--- src/rtl/rs_enc_pkg.sv ---
package rs_enc_pkg;

    typedef enum logic [1:0] {
        ST_IDLE  = 2'd0,
        ST_MSG   = 2'd1,
        ST_FLUSH = 2'd2
    } enc_state_e;

    // side-band tags travelling with each output symbol
    typedef struct packed {
        logic valid;
        logic parity;
        logic last;
    } sym_tag_t;

    // product of two field elements; poly includes the x^m term
    function automatic int gf_mul(input int a, input int b, input int m, input int poly);
        int acc;
        int x;
        acc = 0;
        x   = a;
        for (int i = 0; i < m; i++) begin
            if (b[i]) acc = acc ^ x;
            x = x << 1;
            if ((x & (1 << m)) != 0) x = x ^ poly;
        end
        return acc;
    endfunction

    // alpha = 2 raised to e
    function automatic int gf_alpha_pow(input int e, input int m, input int poly);
        int x;
        x = 1;
        for (int i = 0; i < e; i++) x = gf_mul(x, 2, m, poly);
        return x;
    endfunction

endpackage

--- src/rtl/rs_gf_cmul.sv ---
module rs_gf_cmul #(
    parameter int M    = 8,
    parameter int POLY = 'h11D,
    parameter int COEF = 1
) (
    input  logic [M-1:0] sym,
    output logic [M-1:0] prod
);
    import rs_enc_pkg::*;

    // row j selects the input bits that feed output bit j
    function automatic logic [M*M-1:0] build_masks();
        logic [M*M-1:0] mk;
        int col;
        mk = '0;
        for (int b = 0; b < M; b++) begin
            col = gf_mul(COEF, 1 << b, M, POLY);
            for (int j = 0; j < M; j++) mk[j*M + b] = col[j];
        end
        return mk;
    endfunction

    localparam logic [M*M-1:0] MASKS = build_masks();

    for (genvar j = 0; j < M; j++) begin : g_bit
        assign prod[j] = ^(sym & MASKS[j*M +: M]);
    end

endmodule

--- src/rtl/rs_parity_lfsr.sv ---
module rs_parity_lfsr #(
    parameter int M    = 8,
    parameter int T    = 8,
    parameter int POLY = 'h11D
) (
    input  logic         clk,
    input  logic         rst,
    input  logic         shift_en,
    input  logic         clear,
    input  logic         feed_en,
    input  logic [M-1:0] din,
    output logic [M-1:0] top_sym
);
    import rs_enc_pkg::*;

    localparam int NPAR = 2 * T;

    // coefficients g0..g(NPAR-1) of the monic generator
    function automatic logic [NPAR*M-1:0] gen_taps();
        int c [0:NPAR];
        int root;
        logic [NPAR*M-1:0] r;
        for (int i = 0; i <= NPAR; i++) c[i] = 0;
        c[0] = 1;
        for (int i = 0; i < NPAR; i++) begin
            root = gf_alpha_pow(i, M, POLY);
            for (int j = i + 1; j >= 0; j--) begin
                if (j > 0) c[j] = c[j-1] ^ gf_mul(c[j], root, M, POLY);
                else       c[j] = gf_mul(c[j], root, M, POLY);
            end
        end
        r = '0;
        for (int j = 0; j < NPAR; j++) r[j*M +: M] = M'(c[j]);
        return r;
    endfunction

    localparam logic [NPAR*M-1:0] TAPS = gen_taps();

    logic [M-1:0] stage [NPAR];
    logic [M-1:0] base  [NPAR];
    logic [M-1:0] prod  [NPAR];
    logic [M-1:0] fb;

    always_comb begin
        for (int i = 0; i < NPAR; i++) base[i] = clear ? '0 : stage[i];
        fb = feed_en ? (din ^ base[NPAR-1]) : '0;
    end

    for (genvar i = 0; i < NPAR; i++) begin : g_tap
        rs_gf_cmul #(
            .M   (M),
            .POLY(POLY),
            .COEF(int'(TAPS[i*M +: M]))
        ) u_mul (
            .sym (fb),
            .prod(prod[i])
        );

        always_ff @(posedge clk) begin
            if (rst) begin
                stage[i] <= '0;
            end else if (shift_en) begin
                if (i == 0) stage[i] <= prod[i];
                else        stage[i] <= base[(i > 0) ? i - 1 : 0] ^ prod[i];
            end
        end
    end

    assign top_sym = stage[NPAR-1];

endmodule

--- src/rtl/rs_enc_ctrl.sv ---
module rs_enc_ctrl #(
    parameter int K    = 239,
    parameter int NPAR = 16
) (
    input  logic clk,
    input  logic rst,
    input  logic in_valid,
    input  logic in_sop,
    output logic in_ready,
    output logic msg_take,
    output logic first,
    output logic flushing,
    output logic last_par
);
    import rs_enc_pkg::*;

    localparam int CMAX = (K > NPAR) ? K : NPAR;
    localparam int CW   = $clog2(CMAX + 1);

    enc_state_e    state;
    logic [CW-1:0] cnt;

    assign in_ready = (state != ST_FLUSH);
    assign msg_take = in_valid && (((state == ST_IDLE) && in_sop) || (state == ST_MSG));
    assign first    = msg_take && (state == ST_IDLE);
    assign flushing = (state == ST_FLUSH);
    assign last_par = flushing && (cnt == CW'(NPAR - 1));

    always_ff @(posedge clk) begin
        if (rst) begin
            state <= ST_IDLE;
            cnt   <= '0;
        end else begin
            unique case (state)
                ST_IDLE: begin
                    if (first) begin
                        state <= ST_MSG;
                        cnt   <= CW'(1);
                    end
                end
                ST_MSG: begin
                    if (msg_take) begin
                        if (cnt == CW'(K - 1)) begin
                            state <= ST_FLUSH;
                            cnt   <= '0;
                        end else begin
                            cnt <= cnt + 1'b1;
                        end
                    end
                end
                ST_FLUSH: begin
                    if (last_par) begin
                        state <= ST_IDLE;
                        cnt   <= '0;
                    end else begin
                        cnt <= cnt + 1'b1;
                    end
                end
                default: begin
                    state <= ST_IDLE;
                    cnt   <= '0;
                end
            endcase
        end
    end

endmodule

--- src/rtl/rs_lfsr_encoder.sv ---
module rs_lfsr_encoder #(
    parameter int M    = 8,
    parameter int T    = 8,
    parameter int POLY = 'h11D
) (
    input  logic         clk,
    input  logic         rst,
    input  logic         in_valid,
    input  logic         in_sop,
    input  logic [M-1:0] in_data,
    output logic         in_ready,
    output logic         out_valid,
    output logic [M-1:0] out_data,
    output logic         out_is_parity,
    output logic         out_eoc
);
    import rs_enc_pkg::*;

    localparam int N    = (1 << M) - 1;
    localparam int NPAR = 2 * T;
    localparam int K    = N - NPAR;

    logic         msg_take;
    logic         first;
    logic         flushing;
    logic         last_par;
    logic [M-1:0] par_sym;
    sym_tag_t     tag_q;
    logic [M-1:0] data_q;

    rs_enc_ctrl #(
        .K   (K),
        .NPAR(NPAR)
    ) u_ctrl (
        .clk     (clk),
        .rst     (rst),
        .in_valid(in_valid),
        .in_sop  (in_sop),
        .in_ready(in_ready),
        .msg_take(msg_take),
        .first   (first),
        .flushing(flushing),
        .last_par(last_par)
    );

    rs_parity_lfsr #(
        .M   (M),
        .T   (T),
        .POLY(POLY)
    ) u_lfsr (
        .clk     (clk),
        .rst     (rst),
        .shift_en(msg_take || flushing),
        .clear   (first),
        .feed_en (msg_take),
        .din     (in_data),
        .top_sym (par_sym)
    );

    always_ff @(posedge clk) begin
        if (rst) begin
            tag_q  <= '0;
            data_q <= '0;
        end else begin
            tag_q.valid  <= msg_take || flushing;
            tag_q.parity <= flushing;
            tag_q.last   <= last_par;
            if (msg_take)      data_q <= in_data;
            else if (flushing) data_q <= par_sym;
        end
    end

    assign out_valid     = tag_q.valid;
    assign out_is_parity = tag_q.parity;
    assign out_eoc       = tag_q.last;
    assign out_data      = data_q;

endmodule

--- config.mk ---
export PLATFORM = sky130hd
export DESIGN_NAME = rs_lfsr_encoder
export DESIGN_NICKNAME = d
export VERILOG_FILES = /design/src/rtl/rs_enc_pkg.sv /design/src/rtl/rs_gf_cmul.sv /design/src/rtl/rs_parity_lfsr.sv /design/src/rtl/rs_enc_ctrl.sv /design/src/rtl/rs_lfsr_encoder.sv
export SDC_FILE = /design/constraint.sdc
export NUM_CORES = 1
export LEC_CHECK = 0
export BUFFER_PORTS_ARGS = -buffer_cell sky130_fd_sc_hd__clkbuf_2
export CAP_MARGIN = 15
export CORE_MARGIN = 4
export CORE_UTILIZATION = 30
export DETAILED_ROUTE_END_ITERATION = 7
export SYNTH_ARGS = -nofsm -noshare
export SYNTH_HDL_FRONTEND = slang
export SYNTH_SLANG_ARGS = --single-unit
--- constraint.sdc ---
create_clock -name clk -period 5.7 [get_ports clk]
set_input_delay 1.14 -clock clk [delete_from_list [all_inputs] [get_ports clk]]
set_output_delay 1.14 -clock clk [all_outputs]
set_load 0.01 [all_outputs]
==> flow_summary.yaml <==
pwr:
  p_sw_uw: 1040
  power_density_nw_per_um2: 366
  p_int_uw: 2460
  p_leak_uw: 0.00346
  pwr-share-clk_pct: 33.3
  ir_drop_mv: 0.215
  p_comb_share_pct: 27.3
  swShare_pct: 29.8
  p_seq_share_pct: 39.4
synthesis:
  synth-main-ff-cell: "edfxtp_1"
  syn_avg_cell_area_um2: 10.5
  ys_seq_area_share_pct: 50.7
  synth_top_area_share_pct: 45.7
  ys_top_cells_by_count: "xnor2_1, nand2_1, nor2_1"
  synth_seq_cells: 149
  synth_fa_ha_area_share_pct: 0.297
  syn_inst: 803
  synth_most_common_cell: "xnor2_1"
  synthSimpleGateAreaFrac_pct: 14.8
  synth_warnings: 0
  synth-edff-count: 128
  synth_top_family_by_area: "XOR/XNOR gates"
  synth_cell_types: 41
  synthTopCellsByArea: "edfxtp_1, xnor2_1, xor2_1"
  synth_compound_area_share_pct: 4.10
  netlist.top_cell.by_area: "edfxtp_1"
  muxShareOfSynthArea_pct: 0
  post_synth_xor_area_fraction_pct: 27.3
  synthArstFlopShare_pct: 0
  synth_fp_nets: 817
  syn_area_um2: 8420
layout:
  antenna_cells: 0
  syn_to_final_growth_pct: 13.7
  n_fill_cell: 2757
  layout.nets: 828
  utilization_pct: 34.5
  regArea_um2: 4260
  multi_input_area_um2: 3950
  drive_above_1_share_pct: 11.2
sta:
  max_slew_margin_pct: 28.9
  skew_ns: 0.0110
  slew_viol_final: 0
  final.period_utilization_pct: 64.6
  setup_violations: 0
  final.min_clock_period_ns: 3.68
  rsz0062_at_grt: "no"
  worst_pin_slew_ns: 1.06
  finalHoldViolations: 0
  max_clock_freq_ghz: 0.271
  setup_tns_ns: 0
placed_design:
  gp_congestion: 0.814
  port_buffers: 23
  dp.final_hpwl_um: 11800
drt:
  drt-initial-drc-count: 409
  first_pass_iters: 5
  wl_per_cell_um: 15.6
  totalWireLength_um: 18800
  num_vias: 5367
  detail_route.vias_per_cell: 4.45
  drc: 0
  postRouteAntennaNets: 0
grt:
  antenna_found_initial: 0
  grt_usage_pct: 12.4
  grt_max_degree: 123
  grt_pass1_vias: 5248
  grt_remaining_overflow: 0
  grt_pass1_wl_um: 29700
floorplanning:
  dieHeight_um: 176
  die_area_um2: 30800
  ios: 24
  core_area_um2: 27700
  die_w_um: 176
  initial_core_util_pct: 30.4
  rows: 61
cts:
  cts_sinks: 149
  cts_root_buffer: "clkbuf_16"
  htree_levels: 4
  hold_buffers: 0
  cts_tree: "yes"
  clock_path_buffers: 2
  path_clk_slew_ns: 0.07
  cts_resized: 0
  numCtsBuffers: 17
  cts_setup_buffers: 0
  worstSkewPairLatency_ns: 0.43
hold_path:
  hold_class: "reg2reg"
worst_setup_path:
  arrival_ns: 3.85
  critPathCaptureType: "flip-flop"
  crit_path_start_kind: "primary input"
  path_class: "in2reg"
  crit_fanout: 9
  critical_path_required_ns: 5.86
flow_run:
  drv_cap: 0
status:
  outcome: "completed"
==> registers in the layout, summed over array words and instances, names as in the netlist <==
name           flops
u_lfsr.stage     128
out_data           8
u_ctrl.cnt         8
u_ctrl.state       2
out_eoc            1
out_is_parity      1
out_valid          1
==> power groups by stage <==
stage / Sequential [uW] / Clock, uW / Combinational, uW
2_1_floorplan: 1400 / 0 / 757
3_3_place_gp: 1400 / 0 / 953
3_5_place_dp: 1400 / 0 / 960
4_1_cts: 1380 / 1180 / 968
5_1_grt: 1390 / 1230 / 1040
6_report: 1380 / 1170 / 957
==> worst paths after layout <==
kind                                        to  slack, ns                          from  cells after the start
min                   out_data[6]$_SDFFE_PP0P_       0.48      out_data[6]$_SDFFE_PP0P_                      2
max reg2reg  u_lfsr.stage[1][13]$_SDFFCE_PN0P_       2.02  u_ctrl.state[0]$_SDFFE_PP0P_                      7
min reg2reg           out_data[6]$_SDFFE_PP0P_       0.48      out_data[6]$_SDFFE_PP0P_                      2
max          u_lfsr.stage[1][13]$_SDFFCE_PN0P_       2.02                        in_sop                      8
==> stage by stage <==
stage          worst slack, ns  total power [uW]  hold WS, ns  std cells  instance area, um^2
3_5_place_dp              1.60              2360        0.474       1173                 8970
4_1_cts                   2.03              3530        0.483       1205                 9570
3_3_place_gp              1.61              2350        0.467       1173                 8970
5_1_grt                   1.83              3670        0.496       1205                 9570
6_report                  2.02              3500        0.479       1205                 9570
2_1_floorplan            0.984              2150        0.466        803                 8420
==> critical path, cell delays in order <==
cell and delay [ns]:
clkbuf_2 0.20, a21oi_1 0.13, a211oi_4 0.81, xnor2_1 0.37
xnor2_1 0.74, xnor2_1 0.22, xnor2_1 0.18, nor2_1 0.05
==> routing by layer <==
layer,share of wire [%],track usage (%)
met5,0,0
met4,1.6,3.70
met3,4.0,2.86
met2,48,19.9
met1,47,16.9
==> area by class of cell <==
class | instances | area share, %
Sequential cell | 149 | 44.6
Tap cell | 378 | 4.94
Clock inverter | 10 | 1.35
Clock buffer | 22 | 4.95
Multi-Input combinational cell | 601 | 41.2
Inverter | 6 | 0.235
Timing Repair Buffer | 39 | 2.72
==> cell families (layout without fill, tap and decap cells) <==
family                   after synthesis  after routing
XOR/XNOR                             239            239
flip-flops                           149            149
AO/OA/AOI/OAI                         45             45
adder cells (fa/ha/maj)                2              2
buffers and inverters                 53             77
AND/OR/NAND/NOR                      315            315
==> cell usage in the layout (no fill, tap or decap), drive strengths merged <==
cell / count
xnor2: 159
nand2: 147
nor2: 146
edfxtp: 128
xor2: 76
clkbuf: 45
dfxtp: 21
buf: 16
a21oi: 12
a311oi: 11
inv: 6
nand3b: 6
a211oi: 6
clkinv: 6
o21ai: 5
nand3: 5
xnor3: 4
nor2b: 3
nor3: 3
a41oi: 3
bufinv: 3
a22o: 2
ha: 2
a21o: 2
or2: 1
nand2b: 1
nand4: 1
a31oi: 1
o31ai: 1
and3: 1
a32oi: 1
and2: 1
a22oi: 1
clkinvlp: 1
Power figures use the tool's default switching activity.
